[src/rtl/wpr_pkg.sv]
package wpr_pkg;
  localparam int WPR_ADDR_W      = 2;
  localparam int WPR_DATA_W      = 8;
  localparam int WPR_SYNC_STAGES = 2;
  localparam logic [WPR_DATA_W-1:0] WPR_RESET_CODE = 8'h80;
endpackage

[src/rtl/wpr_sync.sv]
module wpr_sync #(
  parameter int WIDTH = 1,
  parameter int STAGES = 2,
  parameter logic [WIDTH-1:0] RESET_VAL = '0
) (
  input  logic             clk_i,
  input  logic             rst_ni,
  input  logic [WIDTH-1:0] d_i,
  output logic [WIDTH-1:0] q_o
);
  logic [WIDTH-1:0] stage_q [STAGES];

  for (genvar g = 0; g < STAGES; g++) begin : g_stage
    if (g == 0) begin : g_first
      always_ff @(posedge clk_i or negedge rst_ni)
        if (!rst_ni) stage_q[g] <= RESET_VAL;
        else         stage_q[g] <= d_i;
    end else begin : g_next
      always_ff @(posedge clk_i or negedge rst_ni)
        if (!rst_ni) stage_q[g] <= RESET_VAL;
        else         stage_q[g] <= stage_q[g-1];
    end
  end

  assign q_o = stage_q[STAGES-1];
endmodule

[src/rtl/wpr_shifter.sv]
module wpr_shifter #(
  parameter int ADDR_W = 2,
  parameter int DATA_W = 8,
  localparam int FRAME_W = ADDR_W + DATA_W,
  localparam int CNT_W = $clog2(FRAME_W + 2)
) (
  input  logic              clk_i,
  input  logic              rst_ni,
  input  logic              sclk_s_i,
  input  logic              cs_n_s_i,
  input  logic              sdi_s_i,
  output logic              sdo_o,
  output logic              commit_o,
  output logic [ADDR_W-1:0] addr_o,
  output logic [DATA_W-1:0] data_o,
  output logic              cs_rise_o,
  output logic              sclk_fall_o,
  output logic [CNT_W-1:0]  cnt_o
);
  localparam logic [CNT_W-1:0] CNT_FULL = CNT_W'(FRAME_W);
  localparam logic [CNT_W-1:0] CNT_SAT  = CNT_W'(FRAME_W + 1);

  logic               sclk_q, cs_n_q, sdo_q;
  logic               sclk_rise;
  logic [FRAME_W-1:0] shreg_q;
  logic [CNT_W-1:0]   cnt_q;

  always_ff @(posedge clk_i or negedge rst_ni)
    if (!rst_ni) begin
      sclk_q <= 1'b0;
      cs_n_q <= 1'b1;
    end else begin
      sclk_q <= sclk_s_i;
      cs_n_q <= cs_n_s_i;
    end

  assign sclk_rise   = sclk_s_i & ~sclk_q & ~cs_n_s_i;
  assign sclk_fall_o = ~sclk_s_i & sclk_q;
  assign cs_rise_o   = cs_n_s_i & ~cs_n_q;

  // select high holds the frame state cleared
  always_ff @(posedge clk_i or negedge rst_ni)
    if (!rst_ni) begin
      shreg_q <= '0;
      cnt_q   <= '0;
    end else if (cs_n_s_i) begin
      shreg_q <= '0;
      cnt_q   <= '0;
    end else if (sclk_rise) begin
      shreg_q <= {shreg_q[FRAME_W-2:0], sdi_s_i};
      if (cnt_q != CNT_SAT) cnt_q <= cnt_q + 1'b1;
    end

  always_ff @(posedge clk_i or negedge rst_ni)
    if (!rst_ni)          sdo_q <= 1'b0;
    else if (sclk_fall_o) sdo_q <= shreg_q[FRAME_W-1];

  assign sdo_o    = sdo_q;
  assign commit_o = cs_rise_o && (cnt_q == CNT_FULL);
  assign addr_o   = shreg_q[FRAME_W-1 -: ADDR_W];
  assign data_o   = shreg_q[DATA_W-1:0];
  assign cnt_o    = cnt_q;
endmodule

[src/rtl/wpr_bank.sv]
module wpr_bank #(
  parameter int ADDR_W = 2,
  parameter int DATA_W = 8,
  parameter logic [DATA_W-1:0] RESET_CODE = '0,
  localparam int NUM_CH = 1 << ADDR_W
) (
  input  logic                     clk_i,
  input  logic                     rst_ni,
  input  logic                     we_i,
  input  logic [ADDR_W-1:0]        addr_i,
  input  logic [DATA_W-1:0]        data_i,
  output logic [NUM_CH*DATA_W-1:0] wiper_o,
  output logic                     upd_o,
  output logic [ADDR_W-1:0]        upd_ch_o
);
  for (genvar g = 0; g < NUM_CH; g++) begin : g_ch
    logic [DATA_W-1:0] code_q;
    always_ff @(posedge clk_i or negedge rst_ni)
      if (!rst_ni)                                   code_q <= RESET_CODE;
      else if (we_i && (addr_i == ADDR_W'(g)))       code_q <= data_i;
    assign wiper_o[g*DATA_W +: DATA_W] = code_q;
  end

  always_ff @(posedge clk_i or negedge rst_ni)
    if (!rst_ni) begin
      upd_o    <= 1'b0;
      upd_ch_o <= '0;
    end else begin
      upd_o <= we_i;
      if (we_i) upd_ch_o <= addr_i;
    end
endmodule

[src/rtl/wiper_serial_if.sv]
module wiper_serial_if
  import wpr_pkg::*;
#(
  parameter int ADDR_W = WPR_ADDR_W,
  parameter int DATA_W = WPR_DATA_W,
  parameter int SYNC_STAGES = WPR_SYNC_STAGES,
  parameter logic [DATA_W-1:0] RESET_CODE = WPR_RESET_CODE,
  localparam int NUM_CH = 1 << ADDR_W,
  localparam int FRAME_W = ADDR_W + DATA_W,
  localparam int CNT_W = $clog2(FRAME_W + 2)
) (
  input  logic                     clk_i,
  input  logic                     rst_ni,
  input  logic                     spi_sclk_i,
  input  logic                     spi_cs_ni,
  input  logic                     spi_sdi_i,
  output logic                     spi_sdo_o,
  output logic [NUM_CH*DATA_W-1:0] wiper_o,
  output logic                     upd_o,
  output logic [ADDR_W-1:0]        upd_ch_o
);
  logic              sclk_s, cs_n_s, sdi_s;
  logic              commit, cs_rise, sclk_fall;
  logic [ADDR_W-1:0] frame_addr;
  logic [DATA_W-1:0] frame_data;
  logic [CNT_W-1:0]  bit_cnt;

  wpr_sync #(.WIDTH(3), .STAGES(SYNC_STAGES), .RESET_VAL(3'b010)) u_sync (
    .clk_i (clk_i),
    .rst_ni(rst_ni),
    .d_i   ({spi_sclk_i, spi_cs_ni, spi_sdi_i}),
    .q_o   ({sclk_s, cs_n_s, sdi_s})
  );

  wpr_shifter #(.ADDR_W(ADDR_W), .DATA_W(DATA_W)) u_shifter (
    .clk_i      (clk_i),
    .rst_ni     (rst_ni),
    .sclk_s_i   (sclk_s),
    .cs_n_s_i   (cs_n_s),
    .sdi_s_i    (sdi_s),
    .sdo_o      (spi_sdo_o),
    .commit_o   (commit),
    .addr_o     (frame_addr),
    .data_o     (frame_data),
    .cs_rise_o  (cs_rise),
    .sclk_fall_o(sclk_fall),
    .cnt_o      (bit_cnt)
  );

  wpr_bank #(.ADDR_W(ADDR_W), .DATA_W(DATA_W), .RESET_CODE(RESET_CODE)) u_bank (
    .clk_i   (clk_i),
    .rst_ni  (rst_ni),
    .we_i    (commit),
    .addr_i  (frame_addr),
    .data_i  (frame_data),
    .wiper_o (wiper_o),
    .upd_o   (upd_o),
    .upd_ch_o(upd_ch_o)
  );
endmodule

[config.mk]
export PLATFORM = sky130hd
export DESIGN_NAME = wiper_serial_if
export DESIGN_NICKNAME = d
export VERILOG_FILES = /design/src/rtl/wpr_pkg.sv /design/src/rtl/wpr_sync.sv /design/src/rtl/wpr_shifter.sv /design/src/rtl/wpr_bank.sv /design/src/rtl/wiper_serial_if.sv
export SDC_FILE = /design/constraint.sdc
export NUM_CORES = 1
export LEC_CHECK = 0
export BUFFER_PORTS_ARGS = -buffer_cell sky130_fd_sc_hd__buf_2
export CORE_ASPECT_RATIO = 1.2
export CORE_MARGIN = 2
export CORE_UTILIZATION = 40
export DETAILED_ROUTE_END_ITERATION = 8
export GPL_ROUTABILITY_DRIVEN = 0
export PLACE_DENSITY = 0.63
export SLEW_MARGIN = 10
export SYNTH_ARGS = -nofsm -noshare
export SYNTH_HDL_FRONTEND = slang
export SYNTH_HIERARCHICAL = 1
export SYNTH_SLANG_ARGS = --single-unit
[constraint.sdc]
create_clock -name clk_i -period 3 [get_ports clk_i]
set_clock_uncertainty 0.15 [all_clocks]
set_input_delay 0.45 -clock clk_i [delete_from_list [all_inputs] [get_ports clk_i]]
set_output_delay 0.45 -clock clk_i [all_outputs]
set_load 0.02 [all_outputs]
## Word-level counts from Yosys, hierarchy flattened

Index checks and enable logic that the tools add are counted.

- $add $sub $neg: 1
- Reductions and logical operators: 9
- Equality and inequality tests: 5
- Bitwise gates (word level): 8
- Mux-type cells: 5

Operator list:

| operator | number |
|---|---|
| 10-bit 2-to-1 mux | 2 |
| 4-bit 2-to-1 mux | 3 |
| 1-bit logical AND | 5 |
| 4-bit by 1-bit adder with 4-bit output, second input constant | 1 |
| 1-bit AND | 4 |
| 2-bit == test, second input constant | 2 |
| 4-bit == test, second input constant | 1 |
| 4-bit != test, second input constant | 1 |
| 1-bit inverter | 4 |
| 2-bit nonzero test | 2 |
| 2-bit by 1-bit == test with 1-bit output, second input constant | 1 |
| 2-bit zero test | 1 |
| 2-bit AND reduction | 1 |

- Flip-flop bits (word level): 58

## Longest topological paths before layout

Gate-level depths: netlist of the first run.

- Depth in word-level cells: 5
- Depth in mapped cells: 7

## Hierarchy

The synthesis of the first run kept the hierarchy.

Modules (own cells, without submodules):

| module | seq. area each (um2) | area an instance (um2) | cells each | instances |
|---|---|---|---|---|
| wpr_bank | 880.8 | 1,326.3 | 74 | 1 |
| wpr_shifter | 426.7 | 743.2 | 76 | 1 |
| wpr_sync | 152.6 | 175.2 | 9 | 1 |

## Worst setup path before layout of the first run

Ideal clock, no wire load.

- Path type: register to register
- Start: register u_sync.stage_q, in the netlist u_sync/q_o[1]
- End: register u_bank.g_ch[0].code_q[0]
- Setup time: 125 ps
- Slack: 795 ps
- Required time: 2,725 ps
- Stages on the path, launching flop included: 8
- Path buffers: 3
- Arrival: 1,931 ps
- Path through: dfstp_2 > buf_4 > clkbuf_1 > nor2b_1 > and3_1 > buf_6 > nor3b_4 > mux2_2

- Longest elaborated chain between the ends: 3

Ends and longest elaborated chain:

| item | RTL line | RTL |
|---|---|---|
| start: declaration | wpr_sync.sv:11 | `logic [WIDTH-1:0] stage_q [STAGES];` |
| start signal: indexed assignment | wpr_sync.sv:21 | `else stage_q[g] <= stage_q[g-1];` |
| 1-bit AND | wpr_shifter.sv:39 | `assign cs_rise_o = cs_n_s_i & ~cs_n_q;` |
| net cs_rise | wiper_serial_if.sv:23 | `logic commit, cs_rise, sclk_fall;` |
| 1-bit logical AND | wpr_shifter.sv:59 | `assign commit_o = cs_rise_o && (cnt_q == CNT_FULL);` |
| net commit | wiper_serial_if.sv:23 |  |
| 1-bit logical AND | wpr_bank.sv:20 | `else if (we_i && (addr_i == ADDR_W'(g))) code_q <= data_i;` |
| end signal: assignment | wpr_bank.sv:20 |  |
| end: declaration | wpr_bank.sv:17 | `logic [DATA_W-1:0] code_q;` |

The timed path passes the listed nets, and every way through them passes these cells.
A chain may end at the register's enable or synchronous reset.

## Final worst setup path of the first run

Ends and elaborated chain as after synthesis.

==> impl_metrics.ini, run 1 <==
[status]
run_status = complete, no violations

[route]
antenna_left = 0
wl_per_cell_um = 15.2
vias_per_cell = 4.97
dr.pass1.iters = 4
routed_wl_um = 4120
drt_iter0_drc = 94
vias = 1353
route.detailed.drc = 0

[floorplan]
io_pins = 41
fp.dieW_um = 72.4
initial_core_util = 0.418
core_um2 = 5370
design.die.area_um2 = 6230
fp-row-count = 29
die_h_um = 86.1

[synth]
async_flop_share = 1.00
synth.yosys.seq_area_share = 0.651
yosys.cell_types.count = 23
yosys_warnings = 6
syn_nets = 166
synthCells = 159
synth_edf_count = 0
synthFlopType = dfrtp_1
post_synth.cell_area_avg_um2 = 14.1
synthesis.area_um2 = 2240
synth-seq-cells = 58

[worst_setup_path]
worstReg2RegStart = u_sync/q_o[1]
cp_data_required_time_ns = 3.06
arrival_ns = 2.18
cp-start-kind = register
crit_buf_inv = 0
r2r_slack_ns = 0.87
critPathMaxFanout = 8
cpMaxStageDelayCell = dfstp_2
reg2reg_depth = 4
r2r_end = u_bank/g_ch[0].code_q[0]
critPathMaxStageDelay_ns = 0.52
setup.worst_path.end_class = register
critical_path.cell_chain = nor2b_1 > and3_1 > nor3b_4 > mux2_2
crit_type = reg -> reg
critical_path.top_delay_family = simple AND/OR/NAND/NOR gates

[cells_and_area]
stdcell_area_um2 = 2660
syn_to_final_growth_pct = 18.5
most-common-layout-cells = 51 x dfrtp_1, 40 x buf_2, 37 x mux2_2, 20 x nand2_1, 13 x a21oi_1
antennaDiodeCount = 0
layout_commonest_cell = dfrtp_1
drive_gt1_frac = 0.495
nNetsFinal = 212
stdcell_count = 272

[global_route]
grt.overflow.total = 0
grt_usage = 0.145
grt_pass1_vias = 1345
grt_pass1_wl_um = 6600
grt_max_degree = 50
antenna_found_initial = 0

[placed_design]
dpl_cell_area_um2 = 2490
placed_cells = 255
io_buffers = 40
hpwl_um = 2630

[worst_hold_path]
hp-start = spi_cs_ni
hold_depth = 1
hp-class = in -> reg
min_to = u_sync/stage_q[4]

[timing]
finalMaxSlewViolations = 0
period_share = 0.708
setup_viol = 0
min_period_ns = 2.13
rsz0062_at_grt = no
max_freq_ghz = 0.471
worstMarginPinSlew_ns = 0.748
finalHoldViolations = 0
setup_tns_ns = 0
relSlewSlack = 0.500

[power]
power_leakage_nw = 1.39
peakVddDrop_uv = 321
p_per_area_nw_per_um2 = 538

[run]
drv_cap = 0

[clocking]
path_clk_slew_ns = 0.06
numCtsBuffers = 9
htree_levels = 3
cts-root-buf = clkbuf_8
post_cts_buffers = 0
clock-sinks = 58
cts_max_path_buffers = 2
clk_latency_ns = 0.32
cts_tree = yes
[cell type report]
type | count | area [um2]
Clock inverter | 3 | 15.0
Multi-Input combinational cell | 91 | 726
Inverter | 2 | 7.51
Clock buffer | 13 | 149
Fill cell | 494 | 2710
Timing Repair Buffer | 43 | 225
Tap cell | 62 | 77.6
Sequential cell | 58 | 1460
[Yosys cell counts, types with 2 or more instances]
| master | count | share of area |
|---|---|---|
| buf_2 | 2 | 0.0045 |
| dfrtp_1 | 51 | 0.57 |
| buf_4 | 3 | 0.010 |
| nand3b_2 | 2 | 0.010 |
| inv_1 | 2 | 0.0033 |
| nor2b_1 | 4 | 0.011 |
| dfstp_2 | 7 | 0.082 |
| nand2_1 | 20 | 0.033 |
| a21oi_1 | 13 | 0.029 |
| clkbuf_1 | 2 | 0.0033 |
| o21ai_0 | 2 | 0.0045 |
| nor2_1 | 3 | 0.0050 |
| ha_1 | 2 | 0.011 |
| mux2_2 | 37 | 0.19 |
[how the worst max path moves through the flow]
| stage | from | endpoint | depth (start not counted) | slack (ns) |
|---|---|---|---|---|
| 2_1_floorplan | u_sync/q_o[1] | u_bank/g_ch[0].code_q[0] | 7 | 0.79 |
| 3_3_place_gp | u_sync/q_o[1] | u_bank/g_ch[0].code_q[4] | 4 | 0.93 |
| 3_5_place_dp | u_sync/q_o[1] | u_bank/g_ch[0].code_q[0] | 4 | 0.87 |
| 4_1_cts | u_sync/q_o[1] | u_bank/g_ch[0].code_q[0] | 4 | 0.86 |
| 5_1_grt | u_sync/q_o[1] | u_bank/g_ch[0].code_q[1] | 4 | 0.73 |
| 6_report | u_sync/q_o[1] | u_bank/g_ch[0].code_q[0] | 4 | 0.87 |
[report_power, final]
group	leakage [nW]	internal [mW]	switching, mW
clock	0.0872	0.318	0.277
combinational	0.535	0.0106	0.0273
sequential	0.773	0.792	0.00590
total	1.39	1.12	0.310
[routing by layer]
metal / part of all wire / GRT usage
met5: 0 / 0
met3: 0.039 / 0.0541
met1: 0.43 / 0.180
met4: 0.010 / 0.0707
met2: 0.52 / 0.224
[state kept, by name (all words and copies together) (netlist names)]
signal,flops
u_sync/stage_q,3
u_shifter/shreg_q,10
u_shifter/sclk_q,1
u_shifter/cnt_o,4
u_bank/upd_o,1
u_sync/q_o,3
u_bank/g_ch.code_q,32
u_bank/upd_ch_o,2
u_shifter/sdo_o,1
u_shifter/cs_n_q,1
[timing repair]
item                       in CTS  in global routing
hold buffers                    1                  0
setup endpoints to repair       0                  0
gates resized for setup         0                  0
hold endpoints to repair        8                  0
[cell families (layout without fill, tap and decap cells)]
logic type / after synthesis / in the layout / share of synthesized area
DFF: 58 / 58 / 0.651
muxes: 37 / 37 / 0.186
and+or+nand+nor: 37 / 37 / 0.0931
AOI/OAI and AO/OA: 15 / 15 / 0.0334
buffers and inverters: 10 / 61 / 0.0262
adders and majority gates: 2 / 2 / 0.0111
[stage by stage]
| step | hold WS, ns | power [mW] | setup WS, ns | util |
|---|---|---|---|---|
| finish | 0.0714 | 1.43 | 0.875 | 0.495 |
| detailed placement | 0.166 | 0.850 | 0.867 | 0.463 |
| global route | 0.0488 | 1.50 | 0.731 | 0.495 |
| CTS | 0.0520 | 1.46 | 0.858 | 0.495 |
| global placement | 0.166 | 0.850 | 0.931 | 0.463 |
| floorplan | 0.00441 | 0.829 | 0.795 | - |
No activity file was read; power rests on OpenSTA's default activity.
==> run 2: changes to the inputs <==
clock period = 2 ns   (was 3 ns; I/O delays follow)
==> impl_metrics.ini, run 2 (synthesis gave the netlist of run 1 again) <==
[worst_setup_path]
cpMaxStageDelayCell = dfrtp_1
cp-start-kind = register
crit_buf_inv = 2
critPathMaxStageDelay_ns = 0.38
cp_data_required_time_ns = 2.05
critical_path.top_delay_family = simple AND/OR/NAND/NOR gates
r2r_slack_ns = 0.16
setup.worst_path.end_class = register
crit_type = reg -> reg
critPathMaxFanout = 8
critical_path.cell_chain = inv_1 > ha_1 > and3_1 > buf_4 > nand3b_2 > mux2_2
arrival_ns = 1.89

[timing]
period_share = 0.918
setup_viol = 0
worstMarginPinSlew_ns = 0.536
rsz0062_at_grt = no
setup_ws_ns = 0.165
min_period_ns = 1.84
setup_tns_ns = 0
max_freq_ghz = 0.545
finalHoldViolations = 0
finalMaxSlewViolations = 0
relSlewSlack = 0.643

[power]
peakVddDrop_uv = 389
power_leakage_nw = 1.44
p_per_area_nw_per_um2 = 793

[floorplan]
fp-row-count = 29
io_pins = 41
initial_core_util = 0.418
design.die.area_um2 = 6230
core_um2 = 5370
die_h_um = 86.1
fp.dieW_um = 72.4

[placed_design]
preCtsSetupSlack_ns = 0.147
placed_cells = 260
io_buffers = 40

[run]
drv_cap = 0

[global_route]
antenna_found_initial = 0
grt.overflow.total = 0
grt_usage = 0.143
grt_max_degree = 26
grt_pass1_vias = 1355
grt_pass1_wl_um = 6540

[route]
routed_wl_um = 4000
vias = 1365
wl_per_cell_um = 14.3
dr.pass1.iters = 4
vias_per_cell = 4.89
drt_iter0_drc = 58
route.detailed.drc = 0
antenna_left = 0

[cells_and_area]
syn_to_final_growth_pct = 22.5
stdcell_count = 279
most-common-layout-cells = 51 x dfrtp_1, 40 x buf_2, 36 x mux2_2, 20 x nand2_1, 13 x a21oi_1
drive_gt1_frac = 0.507
antennaDiodeCount = 0
nNetsFinal = 220
largest_register_ffs = 32
top_register = u_bank/g_ch.code_q
layout_commonest_cell = dfrtp_1

[clocking]
cts_tree = yes
cts_max_path_buffers = 2
path_clk_slew_ns = 0.06
htree_levels = 3
clock-sinks = 58
cts-root-buf = clkbuf_8
clk_latency_ns = 0.32
numCtsBuffers = 9

[status]
run_status = complete, no violations

[worst_hold_path]
hp-class = reg -> reg
[run 2: layout make-up]
class | instances | area [um2]
tap | 62 | 77.6
clock buffer | 12 | 155
clock inverter | 3 | 15.0
multi-input combinational | 91 | 729
sequential | 58 | 1460
timing repair buffer | 51 | 305
inverter | 2 | 7.51
fill | 500 | 2620
[run 2: final timing paths]
check,depth (start not counted),to,startpoint
setup / recovery,6,u_bank/g_ch[1].code_q[0],u_shifter/cnt_o[0]
hold / removal,0,u_sync/q_o[2],u_sync/stage_q[5]
setup reg to reg,6,u_bank/g_ch[1].code_q[0],u_shifter/cnt_o[0]
hold reg to reg,0,u_sync/q_o[2],u_sync/stage_q[5]
max in group asynchronous,3,u_bank/g_ch[1].code_q[7],rst_ni
min in group asynchronous,2,u_bank/g_ch[3].code_q[2],rst_ni
[run 2: what timing repair did]
action / in CTS / in global routing
gates resized for setup: 0 / 0
hold buffers: 4 / 0
endpoints found under the hold margin: 22 / 0
setup buffers: 0 / 0
endpoints found under the setup margin: 0 / 0
[run 2: layer usage]
metal	wire, um	vias up	GRT usage
met5	0	-	0
met4	58	0	0.0960
met3	162	4	0.0364
met2	2010	40	0.233
met1	1770	673	0.166
li1	-	648	-
[run 2: metrics by stage]
step	power, mW	instance area, um2	hold slack (ns)	utilization
detailed placement	1.28	2540	0.166	0.473
global placement	1.28	2540	0.163	0.473
floorplan	1.25	2260	-0.146	-
global route	2.28	2750	0.213	0.512
finish	2.18	2750	0.199	0.512
CTS	2.22	2750	0.201	0.512
[run 2: power by group]
| part | switching [mW] | internal [mW] |
|---|---|---|
| Clock | 0.413 | 0.503 |
| Combinational | 0.0423 | 0.0250 |
| Sequential | 0.00797 | 1.19 |
| Total | 0.464 | 1.72 |
